## src/rtl/loc_arb_pkg.sv

```systemverilog
`timescale 1ns/1ps
package loc_arb_pkg;
   // bit positions inside the per-locality ownership register
   localparam int unsigned OWN_VALID_BIT = 7;
   localparam int unsigned OWN_HELD_BIT  = 5;
   localparam int unsigned OWN_WAIT_BIT  = 2;
   localparam int unsigned OWN_ASK_BIT   = 1;

   // highest set bit of a request vector
   function automatic int unsigned top_index(input logic [31:0] vec, input int unsigned n);
      int unsigned idx;
      idx = 0;
      for (int unsigned i = 0; i < n; i++)
         if (vec[i]) idx = i;
      return idx;
   endfunction
endpackage

```

## src/rtl/loc_arb_decode.sv

```systemverilog
`timescale 1ns/1ps
module loc_arb_decode #(
   parameter int NUM_LOC  = 5,
   parameter int ADDR_W   = 16,
   parameter int DATA_W   = 8,
   parameter int BANK_LSB = 12,
   parameter int LOC_W    = 3
) (
   input  logic                bus_valid,
   input  logic                bus_write,
   input  logic [ADDR_W-1:0]   bus_addr,
   input  logic [DATA_W-1:0]   bus_wdata,
   output logic [NUM_LOC-1:0]  ask_stb,
   output logic [NUM_LOC-1:0]  drop_stb,
   output logic                rd_hit,
   output logic [LOC_W-1:0]    rd_sel
);
   import loc_arb_pkg::*;
   localparam int BANK_W = ADDR_W - BANK_LSB;

   logic [BANK_W-1:0] bank;
   logic              at_reg;
   logic              wr_go;
   logic              unused_wdata;

   assign bank         = bus_addr[ADDR_W-1:BANK_LSB];
   assign at_reg       = (bus_addr[BANK_LSB-1:0] == '0);
   assign wr_go        = bus_valid && bus_write && at_reg;
   assign unused_wdata = ^bus_wdata;

   for (genvar g = 0; g < NUM_LOC; g++) begin : g_bank
      logic sel;
      assign sel         = (bank == BANK_W'(g));
      assign ask_stb[g]  = wr_go && sel && bus_wdata[OWN_ASK_BIT];
      assign drop_stb[g] = wr_go && sel && bus_wdata[OWN_HELD_BIT];
   end

   assign rd_hit = at_reg && (bank < BANK_W'(NUM_LOC));
   assign rd_sel = LOC_W'(bank);
endmodule

```

## src/rtl/loc_arb_core.sv

```systemverilog
`timescale 1ns/1ps
module loc_arb_core #(
   parameter int NUM_LOC = 5,
   parameter int LOC_W   = 3
) (
   input  logic               clk,
   input  logic               rst_n,
   input  logic [NUM_LOC-1:0] ask_stb,
   input  logic [NUM_LOC-1:0] drop_stb,
   output logic               own_v,
   output logic [LOC_W-1:0]   own_id,
   output logic [NUM_LOC-1:0] wait_vec,
   output logic               chg
);
   import loc_arb_pkg::*;

   logic               own_v_q, own_v_d;
   logic [LOC_W-1:0]   own_id_q, own_id_d;
   logic [NUM_LOC-1:0] wait_q, wait_d;
   logic               chg_q, chg_d;
   logic [NUM_LOC-1:0] owner_mask, fresh, pool, win_mask;
   logic [LOC_W-1:0]   win;
   logic               release_now;

   always_comb begin
      for (int i = 0; i < NUM_LOC; i++)
         owner_mask[i] = own_v_q && (own_id_q == LOC_W'(i));
      fresh       = ask_stb & ~owner_mask;
      release_now = |(drop_stb & owner_mask);
      pool        = wait_q | fresh;
      win         = LOC_W'(top_index(32'(pool), NUM_LOC));
      for (int i = 0; i < NUM_LOC; i++)
         win_mask[i] = (win == LOC_W'(i));

      own_v_d  = own_v_q;
      own_id_d = own_id_q;
      wait_d   = pool;
      if (!own_v_q || release_now) begin
         if (|pool) begin
            own_v_d  = 1'b1;
            own_id_d = win;
            wait_d   = pool & ~win_mask;
         end else begin
            own_v_d  = 1'b0;
         end
      end
      chg_d = (own_v_d != own_v_q) || (own_v_d && (own_id_d != own_id_q));
   end

   always_ff @(posedge clk) begin
      if (!rst_n) begin
         own_v_q  <= 1'b0;
         own_id_q <= '0;
         wait_q   <= '0;
         chg_q    <= 1'b0;
      end else begin
         own_v_q  <= own_v_d;
         own_id_q <= own_id_d;
         wait_q   <= wait_d;
         chg_q    <= chg_d;
      end
   end

   assign own_v    = own_v_q;
   assign own_id   = own_id_q;
   assign wait_vec = wait_q;
   assign chg      = chg_q;

   // an idle path is granted on the very next edge
   a_r4_idle_grant: assert property (@(posedge clk) disable iff (!rst_n)
      (!own_v_q && |ask_stb) |=> own_v_q);
   // nobody waits while the path is idle
   a_r4_idle_no_waiters: assert property (@(posedge clk) disable iff (!rst_n)
      !own_v_q |-> (wait_q == '0));
   // without any relinquish write the owner stays put
   a_r5_owner_kept: assert property (@(posedge clk) disable iff (!rst_n)
      (own_v_q && !(|drop_stb)) |=> (own_v_q && $stable(own_id_q)));
   // the owner is never also queued
   a_r7_owner_not_waiting: assert property (@(posedge clk) disable iff (!rst_n)
      own_v_q |-> !(|(wait_q & owner_mask)));
   // every ownership move is flagged
   a_r9_move_flagged: assert property (@(posedge clk) disable iff (!rst_n)
      !$stable({own_v_q, own_id_q}) |-> chg_q);
   // no pulse without a move
   a_r9_no_spurious: assert property (@(posedge clk) disable iff (!rst_n)
      chg_q |-> !$stable({own_v_q, own_id_q}));
endmodule

```

## src/rtl/loc_arb_view.sv

```systemverilog
`timescale 1ns/1ps
module loc_arb_view #(
   parameter int NUM_LOC = 5,
   parameter int DATA_W  = 8,
   parameter int LOC_W   = 3
) (
   input  logic               own_v,
   input  logic [LOC_W-1:0]   own_id,
   input  logic [NUM_LOC-1:0] wait_vec,
   input  logic               rd_hit,
   input  logic [LOC_W-1:0]   rd_sel,
   output logic [DATA_W-1:0]  rdata
);
   import loc_arb_pkg::*;

   logic [DATA_W-1:0] word [NUM_LOC];

   for (genvar g = 0; g < NUM_LOC; g++) begin : g_word
      logic [NUM_LOC-1:0] others;
      assign others = wait_vec & ~(NUM_LOC'(1) << g);
      always_comb begin
         word[g]                = '0;
         word[g][OWN_VALID_BIT] = 1'b1;
         word[g][OWN_HELD_BIT]  = own_v && (own_id == LOC_W'(g));
         word[g][OWN_WAIT_BIT]  = |others;
         word[g][OWN_ASK_BIT]   = wait_vec[g];
      end
   end

   always_comb begin
      rdata = '0;
      for (int i = 0; i < NUM_LOC; i++)
         if (rd_hit && (rd_sel == LOC_W'(i))) rdata = word[i];
   end
endmodule

```

## src/rtl/loc_arb_top.sv

```systemverilog
`timescale 1ns/1ps
module loc_arb_top #(
   parameter int  NUM_LOC  = 5,
   parameter int  ADDR_W   = 16,
   parameter int  DATA_W   = 8,
   parameter int  BANK_LSB = 12,
   localparam int LOC_W    = (NUM_LOC > 1) ? $clog2(NUM_LOC) : 1
) (
   input  logic              clk,
   input  logic              rst_n,
   input  logic              bus_valid,
   input  logic              bus_write,
   input  logic [ADDR_W-1:0] bus_addr,
   input  logic [DATA_W-1:0] bus_wdata,
   output logic [DATA_W-1:0] bus_rdata,
   output logic              active_valid,
   output logic [LOC_W-1:0]  active_loc,
   output logic              loc_change
);
   localparam int BANK_W = ADDR_W - BANK_LSB;

   if (NUM_LOC < 2 || NUM_LOC > 32) begin : g_bad_count
      $error("loc_arb_top: NUM_LOC must lie in 2..32");
   end
   if (DATA_W < 8) begin : g_bad_data
      $error("loc_arb_top: DATA_W must be at least 8");
   end
   if (BANK_LSB < 1 || BANK_W < 1 || BANK_W > 8) begin : g_bad_bank
      $error("loc_arb_top: bank field must be 1..8 bits wide");
   end else if (NUM_LOC >= (1 << BANK_W) || LOC_W > BANK_W) begin : g_bad_fit
      $error("loc_arb_top: bank field too narrow for NUM_LOC");
   end

   logic [NUM_LOC-1:0] ask_stb, drop_stb, wait_vec;
   logic               rd_hit;
   logic [LOC_W-1:0]   rd_sel;

   loc_arb_decode #(.NUM_LOC(NUM_LOC), .ADDR_W(ADDR_W), .DATA_W(DATA_W),
                    .BANK_LSB(BANK_LSB), .LOC_W(LOC_W)) u_decode (
      .bus_valid(bus_valid), .bus_write(bus_write), .bus_addr(bus_addr),
      .bus_wdata(bus_wdata), .ask_stb(ask_stb), .drop_stb(drop_stb),
      .rd_hit(rd_hit), .rd_sel(rd_sel));

   loc_arb_core #(.NUM_LOC(NUM_LOC), .LOC_W(LOC_W)) u_core (
      .clk(clk), .rst_n(rst_n), .ask_stb(ask_stb), .drop_stb(drop_stb),
      .own_v(active_valid), .own_id(active_loc), .wait_vec(wait_vec),
      .chg(loc_change));

   loc_arb_view #(.NUM_LOC(NUM_LOC), .DATA_W(DATA_W), .LOC_W(LOC_W)) u_view (
      .own_v(active_valid), .own_id(active_loc), .wait_vec(wait_vec),
      .rd_hit(rd_hit), .rd_sel(rd_sel), .rdata(bus_rdata));

   // outside the register, reads return zero
   a_r2_hole_reads_zero: assert property (@(posedge clk) disable iff (!rst_n)
      (bus_addr[BANK_LSB-1:0] != '0) |-> (bus_rdata == '0));
   // owner release with nobody waiting leaves the path idle
   a_r6_release_to_idle: assert property (@(posedge clk) disable iff (!rst_n)
      (active_valid && |(drop_stb & (NUM_LOC'(1) << active_loc))
       && (wait_vec == '0) && !(|ask_stb)) |=> !active_valid);
endmodule

```

## config.mk

```make
export PLATFORM = sky130hd
export DESIGN_NAME = loc_arb_top
export DESIGN_NICKNAME = d
export VERILOG_FILES = /design/src/rtl/loc_arb_pkg.sv /design/src/rtl/loc_arb_decode.sv /design/src/rtl/loc_arb_core.sv /design/src/rtl/loc_arb_view.sv /design/src/rtl/loc_arb_top.sv
export SDC_FILE = /design/constraint.sdc
export NUM_CORES = 1
export LEC_CHECK = 0
export CORE_MARGIN = 2
export CORE_UTILIZATION = 37
export DETAILED_ROUTE_END_ITERATION = 10
export GPL_ROUTABILITY_DRIVEN = 0
export PLACE_DENSITY = 0.73
export SYNTH_ARGS = -nofsm -noshare
export SYNTH_HDL_FRONTEND = slang
export SYNTH_SLANG_ARGS = --single-unit
```

## constraint.sdc

```tcl
create_clock -name clk -period 2.4 [get_ports clk]
set_clock_uncertainty 0.05 [all_clocks]
set_input_delay 0.36 -clock clk [delete_from_list [all_inputs] [get_ports clk]]
set_output_delay 0.36 -clock clk [all_outputs]
set_load 0.01 [all_outputs]
```

==> impl_metrics.env, run 1 <==
export IMPL_rows=17
export IMPL_vias=1263
export IMPL_maxCapViolCount=0
export IMPL_wl_per_cell_um=17.1
export IMPL_ys_flop_type="dfxtp_1"
export IMPL_hp_class="reg -> reg"
export IMPL_die_w_um=53.2
export IMPL_root_buffer="clkbuf_4"
export IMPL_clock_latency_ps=270
export IMPL_drc=0
export IMPL_core_mm2=0.00225
export IMPL_cp_arrival_ps=2720
export IMPL_diodes=0
export IMPL_rrSetupSlack_ps=50
export IMPL_yosysWarnings=0
export IMPL_syn_area_um2=897
export IMPL_drive_gt1_share_pct=44.8
export IMPL_grt_first_pass_wirelength_mm=5.41
export IMPL_violations="negative setup slack"
export IMPL_grt_max_degree=12
export IMPL_yosysMostFrequentCell="dfxtp_1"
export IMPL_clock_path_buffers=2
export IMPL_hold_buffers=0
export IMPL_finalSetupViolations=5
export IMPL_nFillCells=187
export IMPL_final_nets=210
export IMPL_path_max_fanout=6
export IMPL_fin_util_pct=69.6
export IMPL_synthCells=113
export IMPL_powerDensity_mw_per_mm2=258
export IMPL_fin_crit_sh_pct=106
export IMPL_dieArea_mm2=0.00283
export IMPL_die_h_um=53.2
export IMPL_leakagePower_nw=0.698
export IMPL_overflow=0
export IMPL_rsz0062_at_grt="yes"
export IMPL_synth_edf_count=0
export IMPL_synth_cell_types=50
export IMPL_ys_seq_elements=10
export IMPL_fin_setup_tns_ps=-200
export IMPL_timing_worst_setup_path_type="in -> reg"
export IMPL_status="complete, but fails checks"
export IMPL_grt_pass1_vias=1221
export IMPL_cts_sinks=10
export IMPL_end_kind="flip-flop"
export IMPL_netlist_top_cells_count="10 x dfxtp_1, 9 x nor2_1, 7 x inv_1, 7 x nand2_1"
export IMPL_ant_nets=0
export IMPL_cts_clk_slew_worst_paths_ps=70
export IMPL_hpwl_mm=2.46
export IMPL_cts_tree="done"
export IMPL_synth_top_area_cell="dfxtp_1"
export IMPL_port_buffer_count=30
export IMPL_drt_vias_per_instance=6.04
export IMPL_first_pass_iters=4
export IMPL_start_util_pct=39.8
export IMPL_yosys_area_top_type_share_pct=22.3
export IMPL_synthArstFlopShare_pct=0
export IMPL_hold_violations=0
export IMPL_htreeDepth=1
export IMPL_ios=41
export IMPL_antenna_found_initial=0
export IMPL_worstPathRequired_ps=2570
export IMPL_synth_seq_area_share_pct=22.3
export IMPL_first_iter_violations=67
export IMPL_fin_crit_ps=2550
export IMPL_finalWorstSetupSlack_ps=-150
export IMPL_pre_cts_ws_ps=-746
export IMPL_cts_made_buffers=3
export IMPL_ir_drop_uv=266
export IMPL_grtUsageTotal_pct=26.3
export IMPL_area_growth_syn_to_layout_pct=74.9
export IMPL_avgSynthCellArea_um2=7.94
export IMPL_cp_start_kind="input pin"
export IMPL_max_freq_ghz=0.392
export IMPL_drv_slew=0
export IMPL_synthTopCellsByArea="dfxtp_1 22%, nor2_1 3.8%, or4_4 3.8%, buf_4 3.3%, inv_1 2.9%"
export IMPL_drt_wl_total_mm=3.58
==> sequential cells by signal, indices dropped and copies added (netlist names) <==
register,count
u_core.own_id,3
u_core.wait_vec,5
u_core.chg,1
u_core.own_v,1
==> cell usage in the layout, fill, tap and decap left out, types with 2 or more instances in the layout <==
master | netlist | final
and3_1 | 4 | 4
clkdlybuf4s50_1 | 0 | 13
nand3_1 | 4 | 4
conb_1 | 1 | 4
nor4_1 | 2 | 2
o21ai_1 | 1 | 3
nor2_1 | 9 | 8
mux2i_1 | 2 | 2
nand2_1 | 7 | 7
buf_6 | 0 | 6
clkdlybuf4s15_1 | 0 | 2
clkbuf_2 | 0 | 3
or4_4 | 3 | 4
nor2b_1 | 2 | 2
buf_4 | 4 | 35
buf_2 | 0 | 8
nor4_4 | 1 | 2
clkbuf_4 | 0 | 3
nand4_1 | 2 | 2
or2_4 | 0 | 2
a21oi_1 | 4 | 4
xor2_1 | 2 | 2
dfxtp_1 | 10 | 10
or2_2 | 4 | 2
nor3_1 | 4 | 4
a311oi_1 | 2 | 2
nor3b_1 | 2 | 2
inv_1 | 7 | 7
==> timing repair <==
| item | in CTS | in global routing |
|---|---|---|
| pin swaps | 11 | 7 |
| gates resized for setup | 62 | 13 |
| cloned | 0 | 0 |
| buffers inserted | 3 | 1 |
| endpoints found under the setup margin | 13 | 12 |
==> worst paths after layout <==
kind,startpoint,to,cells past startpoint
hold / removal,u_core.wait_vec[2]$_SDFF_PN0_,u_core.wait_vec[2]$_SDFF_PN0_,1
hold reg to reg,u_core.wait_vec[2]$_SDFF_PN0_,u_core.wait_vec[2]$_SDFF_PN0_,1
setup reg to reg,u_core.own_id[2]$_SDFF_PN0_,u_core.chg$_SDFF_PN0_,8
setup / recovery,bus_addr[11],u_core.chg$_SDFF_PN0_,10
==> layout make-up <==
type / instances / area [um^2] / share of cell area, %
Inverter: 7 / 26.3 / 1.67
Timing Repair Buffer: 69 / 556 / 35.4
Tap cell: 28 / 35.0 / 2.23
Multi-Input combinational cell: 91 / 716 / 45.6
Sequential cell: 10 / 200 / 12.8
Clock buffer: 4 / 36.3 / 2.31
==> kinds of logic after synthesis <==
kind of cell / share of synthesized area, %
AND/OR/NAND/NOR: 33.6
AO/OA/AOI/OAI: 27.8
buffers and inverters: 7.95
flip-flops: 22.3
multiplexers: 6.00
XOR/XNOR: 1.95
other: 0.418
==> through the flow <==
stage	hold slack [ps]	power [mW]	cell area, um^2	cells
5_1_grt	625	0.419	1570	209
3_3_place_gp	544	0.252	1470	201
4_1_cts	594	0.403	1530	208
2_1_floorplan	427	0.197	921	116
6_report	588	0.405	1570	209
3_5_place_dp	546	0.255	1470	201
==> worst max-delay path, cell delays in order <==
cell and delay [ps]:
clkbuf_2 90, or4_4 540, buf_6 150, nor4_4 280
buf_4 200, nand4_1 250, o311a_1 250, o22a_1 230
o21ai_1 160, o221a_1 200
==> power breakdown <==
part	switching [mW]	total [mW]	internal (mW)	leakage [nW]
registers	0.00000112	0.166	0.166	0.0805
clock network	0.0605	0.153	0.0923	0.0210
logic	0.0379	0.0861	0.0483	0.596
==> metal layers <==
layer | up-vias | share of wire (%) | wire, um | GRT usage [%]
met5 | - | 0 | 0 | 0
met4 | 0 | 3.4 | 122 | 13.2
met3 | 22 | 5.5 | 196 | 3.67
met2 | 66 | 51 | 1820 | 45.9
met1 | 609 | 40 | 1440 | 30.8
li1 | 566 | - | - | -
No activity file was read; power rests on OpenSTA's default activity.
==> inputs of run 2 (changes only) <==
- CELL_PAD_IN_SITES_DETAIL_PLACEMENT: unset -> 0
- CELL_PAD_IN_SITES_GLOBAL_PLACEMENT: unset -> 1
- CORE_UTILIZATION: 37 -> 26
==> run 2 against run 1 <==
Against the previous run:
- the flow still finishes with violations (negative setup slack)
- cell area up 7.1%
- wire length down 7.2%
- hold slack worse by 18 ps
- fmax up 3.7%
- critical path depth down 1
- sequential share of layout area down 0.85 points
- register-to-register slack worse by 60 ps
- cell count up 12%
- sequential power about the same
- highest routed layer unchanged
==> impl_metrics.env, run 2 (synthesis gave the netlist of run 1 again) <==
export IMPL_regArea_um2=200
export IMPL_dr_wl_met2_mm=1.66
export IMPL_end_kind="flip-flop"
export IMPL_overflow=0
export IMPL_grt_max_degree=12
export IMPL_core_mm2=0.00334
export IMPL_start_util_pct=26.9
export IMPL_final_common_cell="buf_4"
export IMPL_finalWorstSetupSlack_ps=-58.6
export IMPL_timing_worst_setup_path_type="in -> reg"
export IMPL_vias=1200
export IMPL_wl_met3_um=182
export IMPL_final_nets=218
export IMPL_largest_register_ffs=5
export IMPL_worstPathRequired_ps=2510
export IMPL_grt_first_pass_wirelength_mm=5.46
export IMPL_fin_cells=234
export IMPL_multi_input_area_um2=748
export IMPL_layout_common_cells="43 x buf_4, 11 x clkdlybuf4s50_1, 10 x dfxtp_1"
export IMPL_drt_wl_total_mm=3.33
export IMPL_hpwl_mm=2.44
export IMPL_fin_crit_sh_pct=102
export IMPL_cp_start_kind="input pin"
export IMPL_diodes=0
export IMPL_ios=41
export IMPL_drive_gt1_share_pct=48.9
export IMPL_nFillCells=325
export IMPL_wl_per_cell_um=14.2
export IMPL_finalSetupViolations=4
export IMPL_hold_violations=0
export IMPL_rows=21
export IMPL_wl_met1_mm=1.41
export IMPL_critPathMostFrequentCell="buf_6"
export IMPL_ir_drop_uv=172
export IMPL_drv_slew=0
export IMPL_drc=0
export IMPL_hp_class="reg -> reg"
export IMPL_dp_cells=222
export IMPL_critPathMaxStageDelay_ps=540
export IMPL_max_freq_ghz=0.407
export IMPL_cts_clk_slew_worst_paths_ps=60
export IMPL_worst_path_buf_inv=3
export IMPL_leakagePower_nw=0.752
export IMPL_fin_setup_tns_ps=-102
export IMPL_root_buffer="clkbuf_4"
export IMPL_cts_made_buffers=3
export IMPL_maxCapViolCount=0
export IMPL_grt_pass1_vias=1175
export IMPL_crit_chain="buf_6 -> or4_4 -> buf_6 -> nor4_4 -> buf_6 -> nand4_1 -> a311oi_2 -> a311oi_2 -> o221a_1"
export IMPL_htreeDepth=1
export IMPL_die_w_um=62.7
export IMPL_cp_startpoint="bus_addr[8]"
export IMPL_die_h_um=62.7
export IMPL_powerDensity_mw_per_mm2=217
export IMPL_clock_path_buffers=2
export IMPL_clock_latency_ps=270
export IMPL_drt_vias_per_instance=5.13
export IMPL_cts_sinks=10
export IMPL_worstHoldStart="u_core.wait_vec[0]$_SDFF_PN0_"
export IMPL_violations="negative setup slack"
export IMPL_grtUsageTotal_pct=17.2
export IMPL_path_max_fanout=7
export IMPL_ant_nets=0
export IMPL_slowest_stage="or4_4"
export IMPL_fin_crit_ps=2460
export IMPL_cp_arrival_ps=2570
export IMPL_cts_tree="done"
export IMPL_port_buffer_count=30
export IMPL_crit_family="simple AND/OR/NAND/NOR gates"
export IMPL_antenna_found_initial=0
export IMPL_first_iter_violations=33
export IMPL_area_growth_syn_to_layout_pct=87.3
export IMPL_status="complete, but fails checks"
export IMPL_rsz0062_at_grt="yes"
export IMPL_top_layer_used="met4"
export IMPL_dieArea_mm2=0.00394
export IMPL_first_pass_iters=4
export IMPL_reg2reg_from="u_core.own_id[2]$_SDFF_PN0_"
-- run 2: metrics by stage --
step	hold slack (ps)	worst slack (ps)	cell area (um^2)	power [mW]	utilization, %
floorplan	427	-3.80	921	0.197	-
global placement	546	-727	1520	0.253	45.5
detailed placement	551	-779	1520	0.253	45.5
CTS	564	-132	1580	0.365	47.2
global route	612	-121	1680	0.384	50.4
finish	570	-58.6	1680	0.365	50.4
-- run 2: tightest hold or removal path: cells and delay by family (launching register included) --
kind | cells | cell delay (ps)
flip-flops | 1 | 350
AO/OA/AOI/OAI | 2 | 220
-- run 2: repair_timing --
item / CTS / global route
buffers inserted: 5 / 4
setup endpoints to repair: 13 / 12
resized for setup: 63 / 25
hold buffers: 0 / 0
endpoints found under the hold margin: 0 / 0
pin swaps: 13 / 16
-- run 2: path summary, 6_finish.rpt --
kind / to / slack [ps] / cells past startpoint
worst max register to register: u_core.chg$_SDFF_PN0_ / -10 / 9
worst min-delay path: u_core.wait_vec[0]$_SDFF_PN0_ / 570 / 2
worst min register to register: u_core.wait_vec[0]$_SDFF_PN0_ / 570 / 2
worst max-delay path: u_core.chg$_SDFF_PN0_ / -60 / 9
-- run 2: final cells by class --
cell class              instances  area share (%)
repair buffers                 77            37.2
multi-input cells              91            44.5
well taps                      46            3.43
clock buffers                   3            1.34
inverters                       7            1.56
flip-flops and latches         10            11.9
-- run 2: report_power, final --
| part | internal (mW) | total, mW | switching, mW |
|---|---|---|---|
| sequential | 0.166 | 0.166 | 0.00000176 |
| clock | 0.0581 | 0.117 | 0.0591 |
| combinational | 0.0485 | 0.0820 | 0.0335 |
| total | 0.272 | 0.365 | 0.0927 |
-- run 2: layer usage --
layer  vias to the layer above  track usage [%]
li1                        585                -
met1                       564             20.5
met2                        43             29.7
met3                         8             3.42
met4                         0             8.06
met5                         -                0
